`src/rtl/coh_pkg.sv`:
```
package coh_pkg;

    typedef enum logic [1:0] {
        ST_I = 2'd0,
        ST_S = 2'd1,
        ST_E = 2'd2
    } line_st_e;

    typedef enum logic [1:0] {
        OP_NONE = 2'd0,
        OP_RD   = 2'd1,
        OP_RDX  = 2'd2,
        OP_UPG  = 2'd3
    } bus_op_e;

    // State a line takes after another cache's request is observed.
    function automatic line_st_e snoop_next(line_st_e cur, bus_op_e op);
        line_st_e nxt;
        nxt = cur;
        case (op)
            OP_RD:          if (cur == ST_E) nxt = ST_S;
            OP_RDX, OP_UPG: nxt = ST_I;
            default:        nxt = cur;
        endcase
        return nxt;
    endfunction

    // Bus op a local access needs; OP_NONE means it hits.
    function automatic bus_op_e miss_op(line_st_e cur, logic is_wr);
        bus_op_e op;
        case (cur)
            ST_I:    op = is_wr ? OP_RDX : OP_RD;
            ST_S:    op = is_wr ? OP_UPG : OP_NONE;
            default: op = OP_NONE;
        endcase
        return op;
    endfunction

    function automatic logic owner_supplies(line_st_e cur);
        return cur == ST_E;
    endfunction

endpackage

```
`src/rtl/coh_line_table.sv`:
```
module coh_line_table
    import coh_pkg::*;
#(
    parameter int NLINES = 8,
    parameter int DATA_W = 32,
    localparam int IDX_W = $clog2(NLINES)
) (
    input  logic              clk,
    input  logic              rst,
    input  logic [IDX_W-1:0]  lk_line,
    output line_st_e          lk_state,
    output logic [DATA_W-1:0] lk_data,
    input  logic [IDX_W-1:0]  sn_line,
    output line_st_e          sn_cur_state,
    output logic [DATA_W-1:0] sn_cur_data,
    input  logic              sn_upd,
    input  line_st_e          sn_state,
    input  logic              wr_en,
    input  logic [IDX_W-1:0]  wr_line,
    input  line_st_e          wr_state,
    input  logic [DATA_W-1:0] wr_data
);

    line_st_e          st_all  [NLINES];
    logic [DATA_W-1:0] dat_all [NLINES];

    for (genvar i = 0; i < NLINES; i++) begin : g_line
        line_st_e          st_r;
        logic [DATA_W-1:0] d_r;
        wire hit_wr = wr_en  && (wr_line == IDX_W'(i));
        wire hit_sn = sn_upd && (sn_line == IDX_W'(i));

        // a local install or write wins over a snoop in the same cycle
        always_ff @(posedge clk) begin
            if (rst) begin
                st_r <= ST_I;
                d_r  <= '0;
            end else if (hit_wr) begin
                st_r <= wr_state;
                d_r  <= wr_data;
            end else if (hit_sn) begin
                st_r <= sn_state;
            end
        end

        assign st_all[i]  = st_r;
        assign dat_all[i] = d_r;
    end

    assign lk_state     = st_all[lk_line];
    assign lk_data      = dat_all[lk_line];
    assign sn_cur_state = st_all[sn_line];
    assign sn_cur_data  = dat_all[sn_line];

    // a snooped request never promotes a line to Exclusive
    p_snoop_no_promote_r7: assert property (@(posedge clk) disable iff (rst)
        sn_upd |-> sn_state != ST_E);

    // local installs are always readable states, never Invalid
    p_install_valid_r5: assert property (@(posedge clk) disable iff (rst)
        wr_en |-> wr_state != ST_I);

endmodule

```
`src/rtl/coh_snoop_unit.sv`:
```
module coh_snoop_unit
    import coh_pkg::*;
#(
    parameter int DATA_W = 32
) (
    input  logic              clk,
    input  logic              rst,
    input  logic              snp_valid,
    input  bus_op_e           snp_op,
    input  line_st_e          cur_state,
    input  logic [DATA_W-1:0] cur_data,
    output logic              upd,
    output line_st_e          nxt_state,
    output logic              supply,
    output logic              wb,
    output logic [DATA_W-1:0] data
);

    always_comb begin
        nxt_state = snoop_next(cur_state, snp_op);
        upd       = snp_valid && (nxt_state != cur_state);
    end

    always_ff @(posedge clk) begin
        if (rst) begin
            supply <= 1'b0;
            wb     <= 1'b0;
            data   <= '0;
        end else begin
            supply <= snp_valid && owner_supplies(cur_state);
            wb     <= snp_valid && owner_supplies(cur_state) && (snp_op == OP_RD);
            data   <= cur_data;
        end
    end

    // a memory writeback is only ever paired with a cache supply
    p_wb_with_supply_r6: assert property (@(posedge clk) disable iff (rst)
        wb |-> supply);

    // a snoop to an Invalid line leaves it untouched
    p_invalid_untouched_r9: assert property (@(posedge clk) disable iff (rst)
        (snp_valid && cur_state == ST_I) |-> !upd);

endmodule

```
`src/rtl/coh_req_fsm.sv`:
```
module coh_req_fsm
    import coh_pkg::*;
#(
    parameter int NLINES = 8,
    parameter int DATA_W = 32,
    localparam int IDX_W = $clog2(NLINES)
) (
    input  logic              clk,
    input  logic              rst,
    input  logic              lreq_valid,
    input  logic              lreq_write,
    input  logic [IDX_W-1:0]  lreq_line,
    input  logic [DATA_W-1:0] lreq_wdata,
    output logic              lreq_ready,
    input  logic              snp_valid,
    output logic [IDX_W-1:0]  lk_line,
    input  line_st_e          lk_state,
    input  logic [DATA_W-1:0] lk_data,
    output logic              wr_en,
    output logic [IDX_W-1:0]  wr_line,
    output line_st_e          wr_state,
    output logic [DATA_W-1:0] wr_data,
    output logic              bus_req_valid,
    output bus_op_e           bus_req_op,
    output logic [IDX_W-1:0]  bus_req_line,
    input  logic              bus_fill_valid,
    input  logic [DATA_W-1:0] bus_fill_data,
    output logic              lrsp_valid,
    output logic [DATA_W-1:0] lrsp_rdata
);

    typedef enum logic {F_IDLE, F_WAIT} fsm_e;

    fsm_e              fsm_q;
    logic [IDX_W-1:0]  pend_line_q;
    logic              pend_wr_q;
    logic [DATA_W-1:0] pend_wdata_q;
    bus_op_e           pend_op_q;
    logic              accept, hit, fill_done;
    bus_op_e           need_op;

    assign lreq_ready = (fsm_q == F_IDLE) && !snp_valid;
    assign accept     = lreq_valid && lreq_ready;
    assign lk_line    = lreq_line;
    assign need_op    = miss_op(lk_state, lreq_write);
    assign hit        = accept && (need_op == OP_NONE);
    assign fill_done  = (fsm_q == F_WAIT) && bus_fill_valid;

    always_comb begin
        wr_en    = 1'b0;
        wr_line  = lreq_line;
        wr_state = ST_E;
        wr_data  = lreq_wdata;
        if (fill_done) begin
            wr_en    = 1'b1;
            wr_line  = pend_line_q;
            wr_state = pend_wr_q ? ST_E : ST_S;
            wr_data  = pend_wr_q ? pend_wdata_q : bus_fill_data;
        end else if (hit && lreq_write) begin
            wr_en = 1'b1;
        end
    end

    always_ff @(posedge clk) begin
        if (rst) begin
            fsm_q        <= F_IDLE;
            pend_line_q  <= '0;
            pend_wr_q    <= 1'b0;
            pend_wdata_q <= '0;
            pend_op_q    <= OP_NONE;
            lrsp_valid   <= 1'b0;
            lrsp_rdata   <= '0;
        end else begin
            lrsp_valid <= hit || fill_done;
            if (fill_done) begin
                lrsp_rdata <= wr_data;
                fsm_q      <= F_IDLE;
                pend_op_q  <= OP_NONE;
            end else if (hit) begin
                lrsp_rdata <= lreq_write ? lreq_wdata : lk_data;
            end else if (accept) begin
                fsm_q        <= F_WAIT;
                pend_line_q  <= lreq_line;
                pend_wr_q    <= lreq_write;
                pend_wdata_q <= lreq_wdata;
                pend_op_q    <= need_op;
            end
        end
    end

    assign bus_req_valid = (fsm_q == F_WAIT);
    assign bus_req_op    = pend_op_q;
    assign bus_req_line  = pend_line_q;

    // an outstanding request holds op and line until its fill
    p_req_held_r3: assert property (@(posedge clk) disable iff (rst)
        (bus_req_valid && !bus_fill_valid) |=>
            (bus_req_valid && $stable(bus_req_op) && $stable(bus_req_line)));

    // a read to an Invalid line goes out as a bus read
    p_read_miss_op_r3: assert property (@(posedge clk) disable iff (rst)
        (accept && !lreq_write && lk_state == ST_I) |=>
            (bus_req_valid && bus_req_op == OP_RD));

    // a write to a Shared line goes out as an upgrade
    p_write_upg_op_r5: assert property (@(posedge clk) disable iff (rst)
        (accept && lreq_write && lk_state == ST_S) |=>
            (bus_req_valid && bus_req_op == OP_UPG));

    // a write to an Exclusive line completes with no bus traffic
    p_write_hit_r4: assert property (@(posedge clk) disable iff (rst)
        (accept && lreq_write && lk_state == ST_E) |=>
            (lrsp_valid && !bus_req_valid));

    // no new local access while a bus request is outstanding
    p_busy_blocks_r10: assert property (@(posedge clk) disable iff (rst)
        bus_req_valid |-> !lreq_ready);

endmodule

```
`src/rtl/coh_line_ctrl.sv`:
```
module coh_line_ctrl
    import coh_pkg::*;
#(
    parameter int NLINES = 8,
    parameter int DATA_W = 32,
    localparam int IDX_W = $clog2(NLINES)
) (
    input  logic              clk,
    input  logic              rst,
    input  logic              lreq_valid,
    input  logic              lreq_write,
    input  logic [IDX_W-1:0]  lreq_line,
    input  logic [DATA_W-1:0] lreq_wdata,
    output logic              lreq_ready,
    output logic              lrsp_valid,
    output logic [DATA_W-1:0] lrsp_rdata,
    output logic              bus_req_valid,
    output logic [1:0]        bus_req_op,
    output logic [IDX_W-1:0]  bus_req_line,
    input  logic              bus_fill_valid,
    input  logic [DATA_W-1:0] bus_fill_data,
    input  logic              snp_valid,
    input  logic [1:0]        snp_op,
    input  logic [IDX_W-1:0]  snp_line,
    output logic              snp_supply,
    output logic              snp_wb,
    output logic [DATA_W-1:0] snp_data
);

    logic [IDX_W-1:0]  lk_line;
    line_st_e          lk_state;
    logic [DATA_W-1:0] lk_data;
    line_st_e          sn_cur_state;
    logic [DATA_W-1:0] sn_cur_data;
    logic              sn_upd;
    line_st_e          sn_state;
    logic              wr_en;
    logic [IDX_W-1:0]  wr_line;
    line_st_e          wr_state;
    logic [DATA_W-1:0] wr_data;
    bus_op_e           req_op;
    bus_op_e           snp_op_e;

    assign snp_op_e   = bus_op_e'(snp_op);
    assign bus_req_op = req_op;

    coh_line_table #(.NLINES(NLINES), .DATA_W(DATA_W)) u_tab (
        .clk          (clk),
        .rst          (rst),
        .lk_line      (lk_line),
        .lk_state     (lk_state),
        .lk_data      (lk_data),
        .sn_line      (snp_line),
        .sn_cur_state (sn_cur_state),
        .sn_cur_data  (sn_cur_data),
        .sn_upd       (sn_upd),
        .sn_state     (sn_state),
        .wr_en        (wr_en),
        .wr_line      (wr_line),
        .wr_state     (wr_state),
        .wr_data      (wr_data)
    );

    coh_snoop_unit #(.DATA_W(DATA_W)) u_snp (
        .clk       (clk),
        .rst       (rst),
        .snp_valid (snp_valid),
        .snp_op    (snp_op_e),
        .cur_state (sn_cur_state),
        .cur_data  (sn_cur_data),
        .upd       (sn_upd),
        .nxt_state (sn_state),
        .supply    (snp_supply),
        .wb        (snp_wb),
        .data      (snp_data)
    );

    coh_req_fsm #(.NLINES(NLINES), .DATA_W(DATA_W)) u_fsm (
        .clk            (clk),
        .rst            (rst),
        .lreq_valid     (lreq_valid),
        .lreq_write     (lreq_write),
        .lreq_line      (lreq_line),
        .lreq_wdata     (lreq_wdata),
        .lreq_ready     (lreq_ready),
        .snp_valid      (snp_valid),
        .lk_line        (lk_line),
        .lk_state       (lk_state),
        .lk_data        (lk_data),
        .wr_en          (wr_en),
        .wr_line        (wr_line),
        .wr_state       (wr_state),
        .wr_data        (wr_data),
        .bus_req_valid  (bus_req_valid),
        .bus_req_op     (req_op),
        .bus_req_line   (bus_req_line),
        .bus_fill_valid (bus_fill_valid),
        .bus_fill_data  (bus_fill_data),
        .lrsp_valid     (lrsp_valid),
        .lrsp_rdata     (lrsp_rdata)
    );

    // a snoop in flight blocks local acceptance
    p_snoop_blocks_r10: assert property (@(posedge clk) disable iff (rst)
        snp_valid |-> !lreq_ready);

    // a completed hit never coincides with a fresh bus request start
    p_rsp_one_shot_r2: assert property (@(posedge clk) disable iff (rst)
        (lrsp_valid && !bus_req_valid) |=> !bus_req_valid || !lrsp_valid);

endmodule

```
`config.mk`:
```
export PLATFORM = sky130hd
export DESIGN_NAME = coh_line_ctrl
export DESIGN_NICKNAME = d
export VERILOG_FILES = /design/src/rtl/coh_pkg.sv /design/src/rtl/coh_line_table.sv /design/src/rtl/coh_snoop_unit.sv /design/src/rtl/coh_req_fsm.sv /design/src/rtl/coh_line_ctrl.sv
export SDC_FILE = /design/constraint.sdc
export NUM_CORES = 1
export LEC_CHECK = 0
export ABC_AREA = 1
export BUFFER_PORTS_ARGS = -buffer_cell sky130_fd_sc_hd__buf_2
export CAP_MARGIN = 20
export CORE_UTILIZATION = 45
export DETAILED_ROUTE_END_ITERATION = 7
export GPL_TIMING_DRIVEN = 0
export PLACE_DENSITY = 0.66
export REMOVE_ABC_BUFFERS = 1
export SYNTH_ARGS = -nofsm -noshare
export SYNTH_HDL_FRONTEND = slang
export SYNTH_SLANG_ARGS = --single-unit
```
`constraint.sdc`:
```
create_clock -name clk -period 3.6 [get_ports clk]
set_clock_uncertainty 0.15 [all_clocks]
set_input_delay 0.36 -clock clk [delete_from_list [all_inputs] [get_ports clk]]
set_output_delay 0.36 -clock clk [all_outputs]
set_load 0.05 [all_outputs]
```
==> run_results.csv <==
group,metric,value,unit
cts,cts.clk_slew.worst_paths,70,ps
finish,layout.nets,2803,
cts,cts_tree,"yes",
synthesis,synth_fa_ha_area_share,0,%
sta,tightest_slew,1010,ps
cts,cts_buffers,42,
grt,first_global_vias,18996,
floorplan,rows,74,
grt,grt_pass1_wl,105000,um
sta,fin_ws,181,ps
floorplan,start_util,45.7,%
worst_hold_path,hold_path.class,"input port to flop",
route,drt_iter0_drc,2695,
synthesis,netlist_area,18600,sq um
route,wl_per_cell,21.0,um
sta,setup_viol,0,
run,cap_violations,0,
synthesis,synth_flop_cell,"dfxtp_1",
finish,multiInputGateArea,9700,sq um
finish,drive_above_1_share,9.91,%
sta,drv_slew,0,
pwr,power_leakage,7.80,nW
placed_design,gp_congestion,0.817,
outcome,outcome,"finished clean",
synthesis,async_flop_share,0,%
route,wl,69100,um
floorplan,core-area,40800,sq um
synthesis,yosys.area_share.simple,26.9,%
floorplan,die_w,206,um
floorplan,die_h,206,um
cts,clk_latency,580,ps
synthesis,synth_top_family_by_area,"simple AND/OR/NAND/NOR gates",
finish,regArea,7570,sq um
worst_setup_path,startpoint_type,"input port",
route,dr_total_vias,20251,
synthesis,synth_compound_area_share,24.5,%
worst_setup_path,arrival,3710,ps
cts,cts_root_buffer,"clkbuf_16",
synthesis,synth_edf_count,0,
finish,area_growth,13.9,%
floorplan,die_area,42200,sq um
synthesis,synth.distinct_cells,31,
cts,cts.path.max_buffers,3,
pwr,p_total,10.0,mW
grt,track_usage,31.8,%
worst_hold_path,worst_hold_path.endpoint,"u_snp.supply$_SDFF_PP0_",
synthesis,synth_mux_area_share,0,%
pwr,swShare,29.7,%
grt,grt_max_degree,140,
worst_setup_path,rr_startpoint,"u_fsm.bus_req_valid$_SDFFE_PP0P_",
placed_design,post-place-ws,-1360,ps
synthesis,syn_avg_cell_area,6.89,sq um
sta,slew_headroom,32.7,%
worst_setup_path,path_max_fanout,72,
pwr,power.share.clock,41.6,%
worst_setup_path,critical_path_class,"input port to flop",
grt,antenna_found_initial,0,
pwr,power.density,472,nW/um^2
sta,fmax,292,MHz
route,final_antenna_net_count,0,
finish,final_cell_mix,"nand2_1 (502), dfxtp_1 (377), nor2_1 (358)",
floorplan,ioPinCount,152,
pwr,irDropWorstVdd,291,uV
sta,rsz0062_at_grt,"no",
synthesis,netlist_instances,2705,
worst_setup_path,reg2reg_slack,290,ps
placed_design,numPlacedInstances,3176,
route,dr.pass1.iters,6,
worst_hold_path,min_path_cells,4,
finish,layout.cells.non_filler,3286,
cts,h-tree-depth,2,
synthesis,synthXorXnorAreaFrac,0,%
cts,cts_sinks,378,
worst_setup_path,r2r_cells,10,
placed_design,hpwl,36600,um
finish,n_antenna_cell,0,
placed_design,port_buffers,151,
pwr,power_frac_comb,15.0,%
pwr,p_seq_share,43.5,%
worst_setup_path,crit_required,3890,ps
grt,gr-total-overflow,0,
sta,fin_crit,3420,ps
synthesis,ys_seq_elements,378,
worst_hold_path,worstHoldStart,"snp_line[1]",
finish,final_common_cell,"nand2_1",
finish,fillers,3968,
route,drc,0,
route,vias_per_cell,6.16,
worst_setup_path,reg2reg_to,"u_tab.g_line[1].st_r[0]$_SDFFE_PP0P_",
sta,post-route-period-util,95.0,%
pwr,p_sw,2.97,mW
synthesis,ys_seq_area_share,40.6,%
synthesis,yosys_warnings,0,
worst_setup_path,endpoint_kind,"flop",
sta,hold_viol,0,
pwr,p_int,7.04,mW
sta,finalSetupTns,0,ps
==> power groups by stage <==
stage / logic (mW) / registers, mW / clock network [mW]
after floorplan: 0.617 / 4.62 / 0
after global placement: 1.35 / 4.44 / 0
after detailed placement: 1.42 / 4.44 / 0
after CTS: 1.45 / 4.35 / 4.21
after global routing: 1.59 / 4.36 / 4.35
final: 1.50 / 4.35 / 4.17
==> flip-flops by register name (all words and copies together) (netlist names) <==
| signal | cells |
|---|---|
| u_fsm.lrsp_valid | 1 |
| u_fsm.bus_req_valid | 1 |
| u_fsm.pend_wr_q | 1 |
| u_snp.supply | 1 |
| u_fsm.bus_req_op | 2 |
| u_fsm.bus_req_line | 3 |
| u_snp.data | 32 |
| u_snp.wb | 1 |
| u_fsm.lrsp_rdata | 32 |
| u_tab.g_line.st_r | 16 |
| u_fsm.pend_wdata_q | 32 |
| u_tab.g_line.d_r | 256 |
==> worst max-delay path by stage <==
stage | start | endpoint | cells after the start
after detailed placement | lreq_line[2] | u_tab.g_line[6].d_r[31]$_SDFFE_PP0P_ | 10
final | lreq_line[1] | u_tab.g_line[4].d_r[31]$_SDFFE_PP0P_ | 12
after floorplan | u_fsm.bus_req_valid$_SDFFE_PP0P_ | u_tab.g_line[0].d_r[0]$_SDFFE_PP0P_ | 5
after CTS | lreq_line[0] | u_tab.g_line[2].d_r[31]$_SDFFE_PP0P_ | 13
after global placement | lreq_line[0] | u_tab.g_line[0].d_r[19]$_SDFFE_PP0P_ | 10
after global routing | lreq_line[0] | u_tab.g_line[0].d_r[10]$_SDFFE_PP0P_ | 15
==> cells in the mapped netlist, types with 18 or more instances <==
cell / n / area share [%]
nand2_1: 506 / 10
dfxtp_1: 378 / 41
nor2_1: 362 / 7.3
nand3_1: 326 / 8.8
a21oi_1: 311 / 8.3
o21ai_0: 266 / 7.1
clkbuf_1: 142 / 2.9
inv_1: 73 / 1.5
a22oi_1: 62 / 2.5
buf_2: 51 / 1.4
o221ai_1: 49 / 2.3
a31oi_1: 32 / 1.1
o2111ai_1: 31 / 1.5
buf_6: 25 / 1.5
o21ai_1: 18 / 0.48
o21bai_1: 18 / 0.72
==> kinds of logic (layout without fill, tap and decap cells) <==
logic type / after synthesis / count (layout)
flip-flops: 378 / 378
buffers and inverters: 317 / 366
AND/OR/NAND/NOR: 1213 / 1213
AO/OA/AOI/OAI: 797 / 797
==> routing by layer <==
layer / GRT usage, % / vias up / routed length, um
met4: 14.1 / 0 / 2360
met2: 50.1 / 1289 / 30600
li1: - / 9322 / -
met3: 5.13 / 202 / 7470
met5: 0 / - / 0
met1: 42.7 / 9438 / 28700
==> stage by stage <==
| step | instance area [sq um] | hold WS (ps) | utilization, % |
|---|---|---|---|
| 6_report | 21200 | 117 | 52.0 |
| 5_1_grt | 21200 | 156 | 52.0 |
| 4_1_cts | 21200 | 89.0 | 51.8 |
| 3_5_place_dp | 19500 | 313 | 47.7 |
| 3_3_place_gp | 18900 | 303 | 46.2 |
| 2_1_floorplan | 17500 | 279 | - |
==> final cells by class <==
class | count | share of cell area [%]
flip-flops and latches | 378 | 35.7
well taps | 532 | 3.14
clock buffers | 62 | 5.64
multi-input cells | 2010 | 45.7
repair buffers | 210 | 7.89
clock inverters | 11 | 0.407
inverters | 83 | 1.60
==> worst max-delay path, cell delays in order <==
cell,delay (ps)
clkbuf_8,510
inv_8,360
nor2_1,180
nand2_1,70
nand3_2,80
nand4_1,140
nand2_4,320
buf_16,310
buf_16,320
nand2_4,450
o21ai_0,380
a21oi_1,80
==> what timing repair did <==
| action | CTS | global route |
|---|---|---|
| buffers inserted | 0 | 1 |
| pin swaps | 0 | 2 |
| hold buffers | 35 | 0 |
| cloned | 0 | 1 |
| gates resized for setup | 7 | 12 |
| endpoints found under the hold margin | 34 | 0 |
| endpoints found under the setup margin | 272 | 267 |
No activity file was read; power rests on OpenSTA's default activity.
